[src/rtl/spc_pkg.sv]
package spc_pkg;

    typedef enum logic [1:0] {
        ST_IDLE  = 2'd0,
        ST_PROBE = 2'd1,
        ST_FILL  = 2'd2,
        ST_DONE  = 2'd3
    } spc_state_e;

endpackage

[src/rtl/spc_store.sv]
module spc_store #(
    parameter int LINES  = 16,
    parameter int TAG_W  = 8,
    parameter int DATA_W = 32,
    localparam int IDX_W = $clog2(LINES)
) (
    input  logic              clk,
    input  logic              rst_n,
    input  logic [IDX_W-1:0]  rd_idx,
    output logic              rd_valid,
    output logic [TAG_W-1:0]  rd_tag,
    output logic [DATA_W-1:0] rd_data,
    input  logic              wr_en,
    input  logic [IDX_W-1:0]  wr_idx,
    input  logic [TAG_W-1:0]  wr_tag,
    input  logic [DATA_W-1:0] wr_data
);

    typedef struct {
        logic [LINES-1:0]  valid;
        logic [TAG_W-1:0]  tag  [LINES];
        logic [DATA_W-1:0] data [LINES];
    } store_t;

    store_t s_d, s_q;

    always_comb begin
        s_d = s_q;
        if (wr_en) begin
            s_d.valid[wr_idx] = 1'b1;
            s_d.tag[wr_idx]   = wr_tag;
            s_d.data[wr_idx]  = wr_data;
        end
    end

    always_ff @(posedge clk or negedge rst_n) begin
        if (!rst_n) begin
            s_q.valid <= '0;
        end else begin
            s_q <= s_d;
        end
    end

    assign rd_valid = s_q.valid[rd_idx];
    assign rd_tag   = s_q.tag[rd_idx];
    assign rd_data  = s_q.data[rd_idx];

    // no line may be valid in the first cycle after reset
    p_clear_after_reset_r1: assert property (@(posedge clk)
        $rose(rst_n) |-> (s_q.valid == '0));

endmodule

[src/rtl/spc_victim.sv]
module spc_victim #(
    parameter int SETS = 4,
    parameter int WAYS = 4,
    localparam int SET_W = $clog2(SETS),
    localparam int WAY_W = $clog2(WAYS)
) (
    input  logic             clk,
    input  logic             rst_n,
    input  logic [SET_W-1:0] set_i,
    input  logic             adv_i,
    output logic [WAY_W-1:0] way_o
);

    logic [SETS-1:0][WAY_W-1:0] rr_d, rr_q;

    always_comb begin
        rr_d = rr_q;
        if (adv_i) begin
            rr_d[set_i] = rr_q[set_i] + WAY_W'(1);
        end
    end

    always_ff @(posedge clk or negedge rst_n) begin
        if (!rst_n) begin
            rr_q <= '0;
        end else begin
            rr_q <= rr_d;
        end
    end

    assign way_o = rr_q[set_i];

    // pointers only move when a replacement consumes one
    p_rr_hold_r7: assert property (@(posedge clk) disable iff (!rst_n)
        !adv_i |=> $stable(rr_q));

endmodule

[src/rtl/spc_ctrl.sv]
module spc_ctrl
    import spc_pkg::*;
#(
    parameter int ADDR_W = 12,
    parameter int DATA_W = 32,
    parameter int OFF_W  = 2,
    parameter int SET_W  = 2,
    parameter int WAYS   = 4,
    localparam int WAY_W = $clog2(WAYS),
    localparam int IDX_W = WAY_W + SET_W,
    localparam int TAG_W = ADDR_W - OFF_W - SET_W,
    localparam int PRB_W = $clog2(WAYS + 1)
) (
    input  logic              clk,
    input  logic              rst_n,
    input  logic              req_valid,
    output logic              req_ready,
    input  logic              req_write,
    input  logic [ADDR_W-1:0] req_addr,
    input  logic [DATA_W-1:0] req_wdata,
    output logic              rsp_valid,
    output logic              rsp_hit,
    output logic [DATA_W-1:0] rsp_rdata,
    output logic [PRB_W-1:0]  rsp_probes,
    output logic              mem_rd_valid,
    output logic [ADDR_W-1:0] mem_rd_addr,
    input  logic              mem_rd_ack,
    input  logic [DATA_W-1:0] mem_rd_data,
    output logic              mem_wr_valid,
    output logic [ADDR_W-1:0] mem_wr_addr,
    output logic [DATA_W-1:0] mem_wr_data,
    output logic [IDX_W-1:0]  st_rd_idx,
    input  logic              st_rd_valid,
    input  logic [TAG_W-1:0]  st_rd_tag,
    input  logic [DATA_W-1:0] st_rd_data,
    output logic              st_wr_en,
    output logic [IDX_W-1:0]  st_wr_idx,
    output logic [TAG_W-1:0]  st_wr_tag,
    output logic [DATA_W-1:0] st_wr_data,
    output logic [SET_W-1:0]  vic_set,
    output logic              vic_adv,
    input  logic [WAY_W-1:0]  vic_way
);

    typedef struct packed {
        spc_state_e        st;
        logic              wr;
        logic [ADDR_W-1:0] addr;
        logic [DATA_W-1:0] wdata;
        logic [WAY_W-1:0]  probe;
        logic              inv_found;
        logic [WAY_W-1:0]  inv_way;
        logic              hit;
        logic [DATA_W-1:0] rdata;
        logic [PRB_W-1:0]  probes;
    } ctrl_t;

    ctrl_t c_d, c_q;

    logic [TAG_W-1:0]  tag_q;
    logic [SET_W-1:0]  set_q;
    logic              hit_now;
    logic              last_probe;
    logic [WAY_W-1:0]  fill_way;
    logic [ADDR_W-1:0] line_addr;

    assign tag_q      = c_q.addr[ADDR_W-1 -: TAG_W];
    assign set_q      = c_q.addr[OFF_W +: SET_W];
    assign st_rd_idx  = {c_q.probe, set_q};
    assign hit_now    = st_rd_valid && (st_rd_tag == tag_q);
    assign last_probe = (c_q.probe == WAY_W'(WAYS - 1));
    assign fill_way   = c_q.inv_found ? c_q.inv_way : vic_way;
    assign line_addr  = {tag_q, set_q, {OFF_W{1'b0}}};
    assign vic_set    = set_q;

    always_comb begin
        c_d        = c_q;
        st_wr_en   = 1'b0;
        st_wr_idx  = st_rd_idx;
        st_wr_tag  = tag_q;
        st_wr_data = c_q.wdata;
        vic_adv    = 1'b0;
        unique case (c_q.st)
            ST_IDLE: begin
                if (req_valid) begin
                    c_d.st        = ST_PROBE;
                    c_d.wr        = req_write;
                    c_d.addr      = req_addr;
                    c_d.wdata     = req_wdata;
                    c_d.probe     = '0;
                    c_d.inv_found = 1'b0;
                    c_d.inv_way   = '0;
                end
            end
            ST_PROBE: begin
                if (hit_now) begin
                    c_d.st     = ST_DONE;
                    c_d.hit    = 1'b1;
                    c_d.probes = PRB_W'(c_q.probe) + PRB_W'(1);
                    c_d.rdata  = c_q.wr ? '0 : st_rd_data;
                    st_wr_en   = c_q.wr;
                end else begin
                    if (!st_rd_valid && !c_q.inv_found) begin
                        c_d.inv_found = 1'b1;
                        c_d.inv_way   = c_q.probe;
                    end
                    if (last_probe) begin
                        c_d.hit    = 1'b0;
                        c_d.probes = PRB_W'(WAYS);
                        c_d.rdata  = '0;
                        c_d.st     = c_q.wr ? ST_DONE : ST_FILL;
                    end else begin
                        c_d.probe = c_q.probe + WAY_W'(1);
                    end
                end
            end
            ST_FILL: begin
                if (mem_rd_ack) begin
                    st_wr_en   = 1'b1;
                    st_wr_idx  = {fill_way, set_q};
                    st_wr_data = mem_rd_data;
                    vic_adv    = !c_q.inv_found;
                    c_d.rdata  = mem_rd_data;
                    c_d.st     = ST_DONE;
                end
            end
            ST_DONE: begin
                c_d.st = ST_IDLE;
            end
            default: c_d.st = ST_IDLE;
        endcase
    end

    always_ff @(posedge clk or negedge rst_n) begin
        if (!rst_n) begin
            c_q <= '0;
        end else begin
            c_q <= c_d;
        end
    end

    assign req_ready    = (c_q.st == ST_IDLE);
    assign rsp_valid    = (c_q.st == ST_DONE);
    assign rsp_hit      = c_q.hit;
    assign rsp_rdata    = c_q.rdata;
    assign rsp_probes   = c_q.probes;
    assign mem_rd_valid = (c_q.st == ST_FILL);
    assign mem_rd_addr  = line_addr;
    assign mem_wr_valid = (c_q.st == ST_DONE) && c_q.wr;
    assign mem_wr_addr  = c_q.addr;
    assign mem_wr_data  = c_q.wdata;

    // one response pulse, never together with readiness
    p_rsp_pulse_r10: assert property (@(posedge clk) disable iff (!rst_n)
        rsp_valid |=> !rsp_valid);
    p_busy_not_ready_r10: assert property (@(posedge clk) disable iff (!rst_n)
        rsp_valid |-> !req_ready);
    // probe count stays within the way range
    p_probe_range_r3: assert property (@(posedge clk) disable iff (!rst_n)
        rsp_valid |-> (rsp_probes != '0) && (rsp_probes <= PRB_W'(WAYS)));
    // a missed non-final probe is followed by the next way
    p_probe_step_r3: assert property (@(posedge clk) disable iff (!rst_n)
        (c_q.st == ST_PROBE) && !hit_now && !last_probe
        |=> (c_q.st == ST_PROBE) && (c_q.probe == $past(c_q.probe) + WAY_W'(1)));
    // a miss has tried every way
    p_miss_all_ways_r5: assert property (@(posedge clk) disable iff (!rst_n)
        rsp_valid && !rsp_hit |-> rsp_probes == PRB_W'(WAYS));
    // a pending fetch holds its address until acknowledged
    p_fetch_hold_r5: assert property (@(posedge clk) disable iff (!rst_n)
        mem_rd_valid && !mem_rd_ack |=> mem_rd_valid && $stable(mem_rd_addr));
    // writes never fetch
    p_write_no_fetch_r9: assert property (@(posedge clk) disable iff (!rst_n)
        mem_rd_valid |-> !c_q.wr);
    // write-through only alongside a response
    p_wt_with_rsp_r8: assert property (@(posedge clk) disable iff (!rst_n)
        mem_wr_valid |-> rsp_valid);
    // the pointer advances only when the set had no empty way
    p_adv_only_full_r7: assert property (@(posedge clk) disable iff (!rst_n)
        vic_adv |-> !c_q.inv_found && mem_rd_valid);

endmodule

[src/rtl/serial_probe_cache.sv]
module serial_probe_cache #(
    parameter int ADDR_W = 12,
    parameter int DATA_W = 32,
    parameter int OFF_W  = 2,
    parameter int LINES  = 16,
    parameter int WAYS   = 4,
    localparam int SETS  = LINES / WAYS,
    localparam int SET_W = $clog2(SETS),
    localparam int WAY_W = $clog2(WAYS),
    localparam int IDX_W = $clog2(LINES),
    localparam int TAG_W = ADDR_W - OFF_W - SET_W,
    localparam int PRB_W = $clog2(WAYS + 1)
) (
    input  logic              clk,
    input  logic              rst_n,
    input  logic              req_valid,
    output logic              req_ready,
    input  logic              req_write,
    input  logic [ADDR_W-1:0] req_addr,
    input  logic [DATA_W-1:0] req_wdata,
    output logic              rsp_valid,
    output logic              rsp_hit,
    output logic [DATA_W-1:0] rsp_rdata,
    output logic [PRB_W-1:0]  rsp_probes,
    output logic              mem_rd_valid,
    output logic [ADDR_W-1:0] mem_rd_addr,
    input  logic              mem_rd_ack,
    input  logic [DATA_W-1:0] mem_rd_data,
    output logic              mem_wr_valid,
    output logic [ADDR_W-1:0] mem_wr_addr,
    output logic [DATA_W-1:0] mem_wr_data
);

    logic [IDX_W-1:0]  st_rd_idx;
    logic              st_rd_valid;
    logic [TAG_W-1:0]  st_rd_tag;
    logic [DATA_W-1:0] st_rd_data;
    logic              st_wr_en;
    logic [IDX_W-1:0]  st_wr_idx;
    logic [TAG_W-1:0]  st_wr_tag;
    logic [DATA_W-1:0] st_wr_data;
    logic [SET_W-1:0]  vic_set;
    logic              vic_adv;
    logic [WAY_W-1:0]  vic_way;

    spc_store #(
        .LINES (LINES),
        .TAG_W (TAG_W),
        .DATA_W(DATA_W)
    ) u_store (
        .clk     (clk),
        .rst_n   (rst_n),
        .rd_idx  (st_rd_idx),
        .rd_valid(st_rd_valid),
        .rd_tag  (st_rd_tag),
        .rd_data (st_rd_data),
        .wr_en   (st_wr_en),
        .wr_idx  (st_wr_idx),
        .wr_tag  (st_wr_tag),
        .wr_data (st_wr_data)
    );

    spc_victim #(
        .SETS(SETS),
        .WAYS(WAYS)
    ) u_victim (
        .clk  (clk),
        .rst_n(rst_n),
        .set_i(vic_set),
        .adv_i(vic_adv),
        .way_o(vic_way)
    );

    spc_ctrl #(
        .ADDR_W(ADDR_W),
        .DATA_W(DATA_W),
        .OFF_W (OFF_W),
        .SET_W (SET_W),
        .WAYS  (WAYS)
    ) u_ctrl (
        .clk         (clk),
        .rst_n       (rst_n),
        .req_valid   (req_valid),
        .req_ready   (req_ready),
        .req_write   (req_write),
        .req_addr    (req_addr),
        .req_wdata   (req_wdata),
        .rsp_valid   (rsp_valid),
        .rsp_hit     (rsp_hit),
        .rsp_rdata   (rsp_rdata),
        .rsp_probes  (rsp_probes),
        .mem_rd_valid(mem_rd_valid),
        .mem_rd_addr (mem_rd_addr),
        .mem_rd_ack  (mem_rd_ack),
        .mem_rd_data (mem_rd_data),
        .mem_wr_valid(mem_wr_valid),
        .mem_wr_addr (mem_wr_addr),
        .mem_wr_data (mem_wr_data),
        .st_rd_idx   (st_rd_idx),
        .st_rd_valid (st_rd_valid),
        .st_rd_tag   (st_rd_tag),
        .st_rd_data  (st_rd_data),
        .st_wr_en    (st_wr_en),
        .st_wr_idx   (st_wr_idx),
        .st_wr_tag   (st_wr_tag),
        .st_wr_data  (st_wr_data),
        .vic_set     (vic_set),
        .vic_adv     (vic_adv),
        .vic_way     (vic_way)
    );

endmodule

[config.mk]
export PLATFORM = sky130hd
export DESIGN_NAME = serial_probe_cache
export DESIGN_NICKNAME = d
export VERILOG_FILES = /design/src/rtl/spc_pkg.sv /design/src/rtl/spc_store.sv /design/src/rtl/spc_victim.sv /design/src/rtl/spc_ctrl.sv /design/src/rtl/serial_probe_cache.sv
export SDC_FILE = /design/constraint.sdc
export NUM_CORES = 1
export LEC_CHECK = 0
export ABC_AREA = 1
export BUFFER_PORTS_ARGS = -buffer_cell sky130_fd_sc_hd__buf_4
export CAP_MARGIN = 20
export CORE_MARGIN = 1.5
export CORE_UTILIZATION = 28
export CTS_CLUSTER_DIAMETER = 60
export DETAILED_ROUTE_END_ITERATION = 10
export SLEW_MARGIN = 40
export SYNTH_ARGS = -nofsm -noshare
export SYNTH_HDL_FRONTEND = slang
export SYNTH_HIERARCHICAL = 1
export SYNTH_SLANG_ARGS = --single-unit
[constraint.sdc]
create_clock -name clk -period 9.77 [get_ports clk]
set_clock_uncertainty 0.1 [all_clocks]
set_input_delay 1.4655 -clock clk [delete_from_list [all_inputs] [get_ports clk]]
set_output_delay 1.4655 -clock clk [all_outputs]
set_load 0.01 [all_outputs]
======== After elaboration in Yosys (flattened, before gate mapping) ========
Index checks and enable logic that the tools add are counted.
operators by class
  add/subtract/negate cells ............... 3
  mux-type cells .......................... 46
  reduce and logical (&&, ||, !) cells .... 19
  bitwise operators ....................... 3
  eq/ne operators ......................... 11
  magnitude comparators ................... 8
operator list
  operator            number
  $bwmux 512          1
  $mux 32             7
  $bmux 32 s4         1
  $bwmux 128          1
  $demux 32 s4        1
  $mux 36             2
  $pmux 32 s2         1
  $mux 52             1
  $bmux 8 s4          1
  $demux 8 s4         1
  $mux 8              3
  $or 16x16->16       1
  $mux 2              7
  $ge 5x5->1 const B  2
  $lt 4x5->1 const B  2
  $not 4->5           2
  $pmux 5 s2          1
  $bwmux 8            1
  $eq 8x8->1          1
  $mux 4              2
  $pmux 2 s4          1
  $reduce_and 4->1    2
  $mux 1              7
  $eq 2x2->1 const B  3
  other kinds (23)    38
word-level totals
  input port bits ......................... 81
  bits in registers ....................... 752
  word-level logic and storage cells ...... 137
  output and inout bits ................... 96

======== Longest topological paths before layout ========
  word-level depth ........................ 11
  mapped depth ............................ 24
  depth with buffers taken out ............ 19

======== Hierarchy ========
The synthesis kept the hierarchy.
by module, submodules not included
  module      instances  area an instance (sq um)  cells an instance
  spc_store   1          28372.2                   2706
  spc_ctrl    1          5733.0                    762
  spc_victim  1          525.5                     75

======== Least setup slack after synthesis ========
No wires, ideal clock.
  kind .................................... register to register
  start ................................... register u_ctrl.c_q, in the netlist u_ctrl/mem_wr_addr[2]
  end ..................................... register u_store/s_q[128] (netlist bit) (enable)
  path buffers ............................ 5
  arrival ................................. 6.369 ns
  stages on the path, launching flop included .. 21
  required time ........................... 9.133 ns
  path slack .............................. 2.764 ns
  setup time .............................. 0.537 ns
  path through ............................ dfrtp_1 buf_4 buf_6 inv_6 buf_6 buf_6 nand2_1 nand3_1 nand3_1 nand3_1 nand2_1 inv_1 nor2_1 nor2_1 nand3_1 nor2_4 buf_2 nand4_1 a21boi_1 nand2_1 nor4_1
on the way
  word-level cells in the longest chain between the ends .. 9
RTL lines
  what                                        RTL line                  text
  from (decl)                                 spc_ctrl.sv:58            ctrl_t c_d, c_q;
  from (signal assigned)                      spc_ctrl.sv:136           c_q <= '0;
  from (signal assigned)                      spc_ctrl.sv:138           c_q <= c_d;
  $not 4->5 (implied by the code)             spc_store.sv:45           assign rd_tag = s_q.tag[rd_idx];
  $bmux 8 s4                                  spc_store.sv:45
  $mux 8 (implied by the code) (2 in series)  spc_store.sv:45
  named net st_rd_tag[5]                      serial_probe_cache.sv:36  logic [TAG_W-1:0] st_rd_tag;
  $eq 8x8->1                                  spc_ctrl.sv:70            assign hit_now = st_rd_valid && (st_rd_tag == tag_q);
  $logic_and 1x1->1                           spc_ctrl.sv:70
  $mux 1                                      spc_ctrl.sv:96            if (hit_now) begin
  $pmux 1 s2                                  spc_ctrl.sv:83            unique case (c_q.st)
  named net st_wr_en                          serial_probe_cache.sv:38  logic st_wr_en;
  $reduce_and 2->1 (no source line)           --
  to (decl)                                   spc_store.sv:25           store_t s_d, s_q;
The timed path passes the listed nets, and every way through them passes these cells. The select of a mux whose other input is x is not followed.
A chain may end at the register's enable or synchronous reset.

======== Worst setup path after layout ========
  start ................................... register u_ctrl.c_q, in the netlist u_ctrl/mem_wr_addr[3]
  end ..................................... register u_store/s_q[190] (netlist bit) (enable)
The elaborated chain is that of the path after synthesis.

==> metrics <==
cts-stage hold buffer count 0; CP startpoint u_ctrl/mem_wr_addr[3]; CTS tree done; TritonCTS Buffers 74; Max Slew Vio Count 0; GRT Util Overall 13.9%; Clock Tree Root clkbuf_16; worst hold start u_store/s_q[647]; nets@finish 3649; Via density approximately 4.5; count of cell types in the netlist 36; pre-CTS setup slack 3.37 ns; Adder-Cell Fraction of Synth Area 0.181%; Placer Congestion 0.816; Final HPWL DP between 50000 and 60000 um; core region area 122000 um2; switching pwr 4.67 mW; Clk pwr share 24.9%; vias in the first global route 22700; Iter 0 DRT Violations 2115; outcome finished, final reports clean; post-CTS sizing 0; Slew headroom 43.7%; Final WS setup 3.61 ns; Setup crit end kind flip-flop; total of max-cap violations 0; Die ar. 126000 um2; worst-path maximum fanout 66; compound-cell area share of the yosys netlist 0.589%; RSZ-0062 raised after global routing no; Worst EP arrival approximately 6.3 ns; # H-tree levels 3; Routed WL per cell 17.1 um; CP Launch Type flip-flop; total negative slack 0 ns; Highest Clock Rate 162 MHz; peak supply drop 254 uV; GRT overflow 0; Initial Utilization 28.3%; Critical R2R Launch u_ctrl/mem_wr_addr[3]; number of post-CTS setup repair buffers 0; area occupied by registers between 20000 and 25000 um2; Clk Latency, worst-skew pair 0.64 ns; Area growth, synth to finish 12.8%; multi-input combinational cell area 8610 um2; Worst EP required 9.93 ns; Worst-Margin Slew between 0.8 and 0.9 ns; Slowest-stage cell, CP dfrtp_4; Cell Rows around 130; Antenna Cells 0; Fillers between 10000 and 15000; largest net degree at the start of global routing 177; worst reg2reg setup slack 3.61 ns; synthesized area per cell 9.77 um2; Die H roughly 350 um; switch share approximately 40%; delay of the slowest cell on the worst path roughly 0.94 ns; Synth Area in Simple Gates 22.6%; Power Total 11.8 mW; first-pass GRT wire length between 100000 and 150000 um; Clk pin slew, worst setup/hold paths 0.06 ns; Comb pwr share 36.7%; port bufs 174; deepest clock path buffer count 3; Final Hold Viols 0; Util after Layout 32.0%; P_leak 17.2 nW; Worst Reg-to-Reg Cells 16; antenna-violating nets left 0; via count 23600; I/O Pins around 180; # DRC 0; post-synthesis mux area share 1.24%; Die Wd 355 um; initial antenna violation count 0; Worst R2R End u_store/s_q[190]; final period utilization 63.1%; Hold Path Class flip-flop to flip-flop; main combinational cell family by area after synthesis simple AND/OR/NAND/NOR gates; crit-path cells buf_4 > buf_6 > nand3_1 > nand3_1 > nand3_1 > nand2_1 > nand2_1 > nand2_1 > nand3_1 > nor2_4 > buf_4 > nand4_1 > a21boi_1 > nand2_1 > nor4_2 > buf_4; Internal Power 7.12 mW; Flop pwr share 38.4%; Clock Sinks between 700 and 800; Seq/Total Area, Yosys 63.6%; Worst setup endpoint u_store/s_q[190]; pwr/cell area 302 nW/um2; final WL between 80000 and 90000 um; Final min period 6.16 ns; Setup violations, final 0; YS warnings 6; layout cells sized above 1 11.6%; Setup Crit Path Kind flip-flop to flip-flop; DR pass1 iterations 6; xor/xnor share of the synthesized area 0%; post-synthesis register bit count 752; Mapped Cells 3543; Synth Cell Area 34600 um2
-- power groups by stage --
| stage | sequential, mW | combinational, mW | clock, mW |
|---|---|---|---|
| after global routing | 4.56 | 4.76 | 3.11 |
| after floorplan | 4.36 | 3.32 | 0 |
| after global placement | 4.59 | 4.28 | 0 |
| after CTS | 4.53 | 4.33 | 3.00 |
| final | 4.52 | 4.33 | 2.94 |
| after detailed placement | 4.59 | 4.31 | 0 |
-- registers in the layout (all words and copies together) (netlist names) --
name,cells
u_ctrl/rsp_hit,1
u_ctrl/mem_wr_data,32
u_ctrl/rsp_rdata,32
u_ctrl/rsp_probes,3
u_ctrl/mem_wr_addr,12
u_ctrl/st_rd_idx,2
u_victim/rr_q,8
u_store/s_q,656
u_ctrl/c_q,6
-- cells by family after synthesis --
logic type / after synthesis
AND/OR/NAND/NOR: 1851
buffers and inverters: 860
flip-flops: 752
multiplexers: 38
AO/OA/AOI/OAI: 36
adder cells (fa/ha/maj): 5
other: 1
-- cell usage in the layout (no fill, tap or decap), types with 2 or more instances in the layout --
master      instances
dfrtp_4             3
clkbuf_16          78
nand4_1            35
o22ai_1             3
nor2_1             60
nand2_4             3
buf_4             221
nand2_1          1179
clkbuf_8            3
clkinv_2           11
o21ai_0            19
dfrtp_1           108
clkinvlp_4          5
bufinv_16           7
nor2_4              2
clkbuf_1           16
inv_6               4
buf_6               6
inv_2               6
o21ai_1             2
a21oi_1             8
edfxtp_1          640
ha_1                5
nand3_1           546
clkinv_1            8
clkinv_8            2
nor4_2              4
inv_1             566
mux2_2             38
conb_1              2
nor3_2             12
nand2_2             4
inv_8               2
-- synthesized netlist by cell type (all sizes together) --
cell type     n  area share [%]
nand4        35            0.63
nor3         13            0.19
o22ai         4           0.072
nand3       547             7.9
nor2         62            0.72
or2           3           0.054
edfxtp      640              55
a21boi        1           0.022
clkinv        1           0.011
nand2      1186              13
conb          1           0.011
o21a          1           0.022
nor4          4           0.072
dfrtp       112             8.1
a21oi         8            0.12
buf         250             5.2
o21ai        21            0.30
clkbuf       34            0.37
mux2         38             1.2
o21bai        1           0.054
inv         575             6.2
nor3b         1           0.054
ha            5            0.18
-- area by class of cell --
type	count	share of cell area (%)
clock buffers	97	5.25
clock inverters	38	1.10
inverters	576	5.59
multi-input cells	1932	22.0
flip-flops and latches	752	56.4
well taps	1625	5.20
repair buffers	227	4.42
-- layer usage --
layer,track usage [%],routed length [um]
met3,1.91,5710
met4,4.21,2020
met1,18.2,38000
met5,0,0
met2,23.8,43900
-- worst max-delay path, delay by kind of cell, from the launching register on --
family / cells / cell delay [ns]
buffers and inverters: 4 / 2.34
DFF: 1 / 0.94
AOI/OAI and AO/OA: 1 / 0.26
and+or+nand+nor: 11 / 1.99
-- stage by stage --
step | instances | hold slack [ns] | area, um2
floorplan | 3544 | 0.321 | 34600
global placement | 5112 | 0.335 | 36600
detailed placement | 5112 | 0.342 | 36600
CTS | 5247 | 0.359 | 39100
global route | 5247 | 0.373 | 39100
finish | 5247 | 0.359 | 39100
-- worst min-delay path by stage --
stage / depth (start not counted) / end
floorplan: 2 / u_store/s_q[642]
global placement: 2 / u_store/s_q[643]
detailed placement: 2 / u_store/s_q[643]
CTS: 2 / u_store/s_q[643]
global route: 2 / u_store/s_q[646]
finish: 2 / u_store/s_q[647]
No activity file was read; power rests on OpenSTA's default activity.
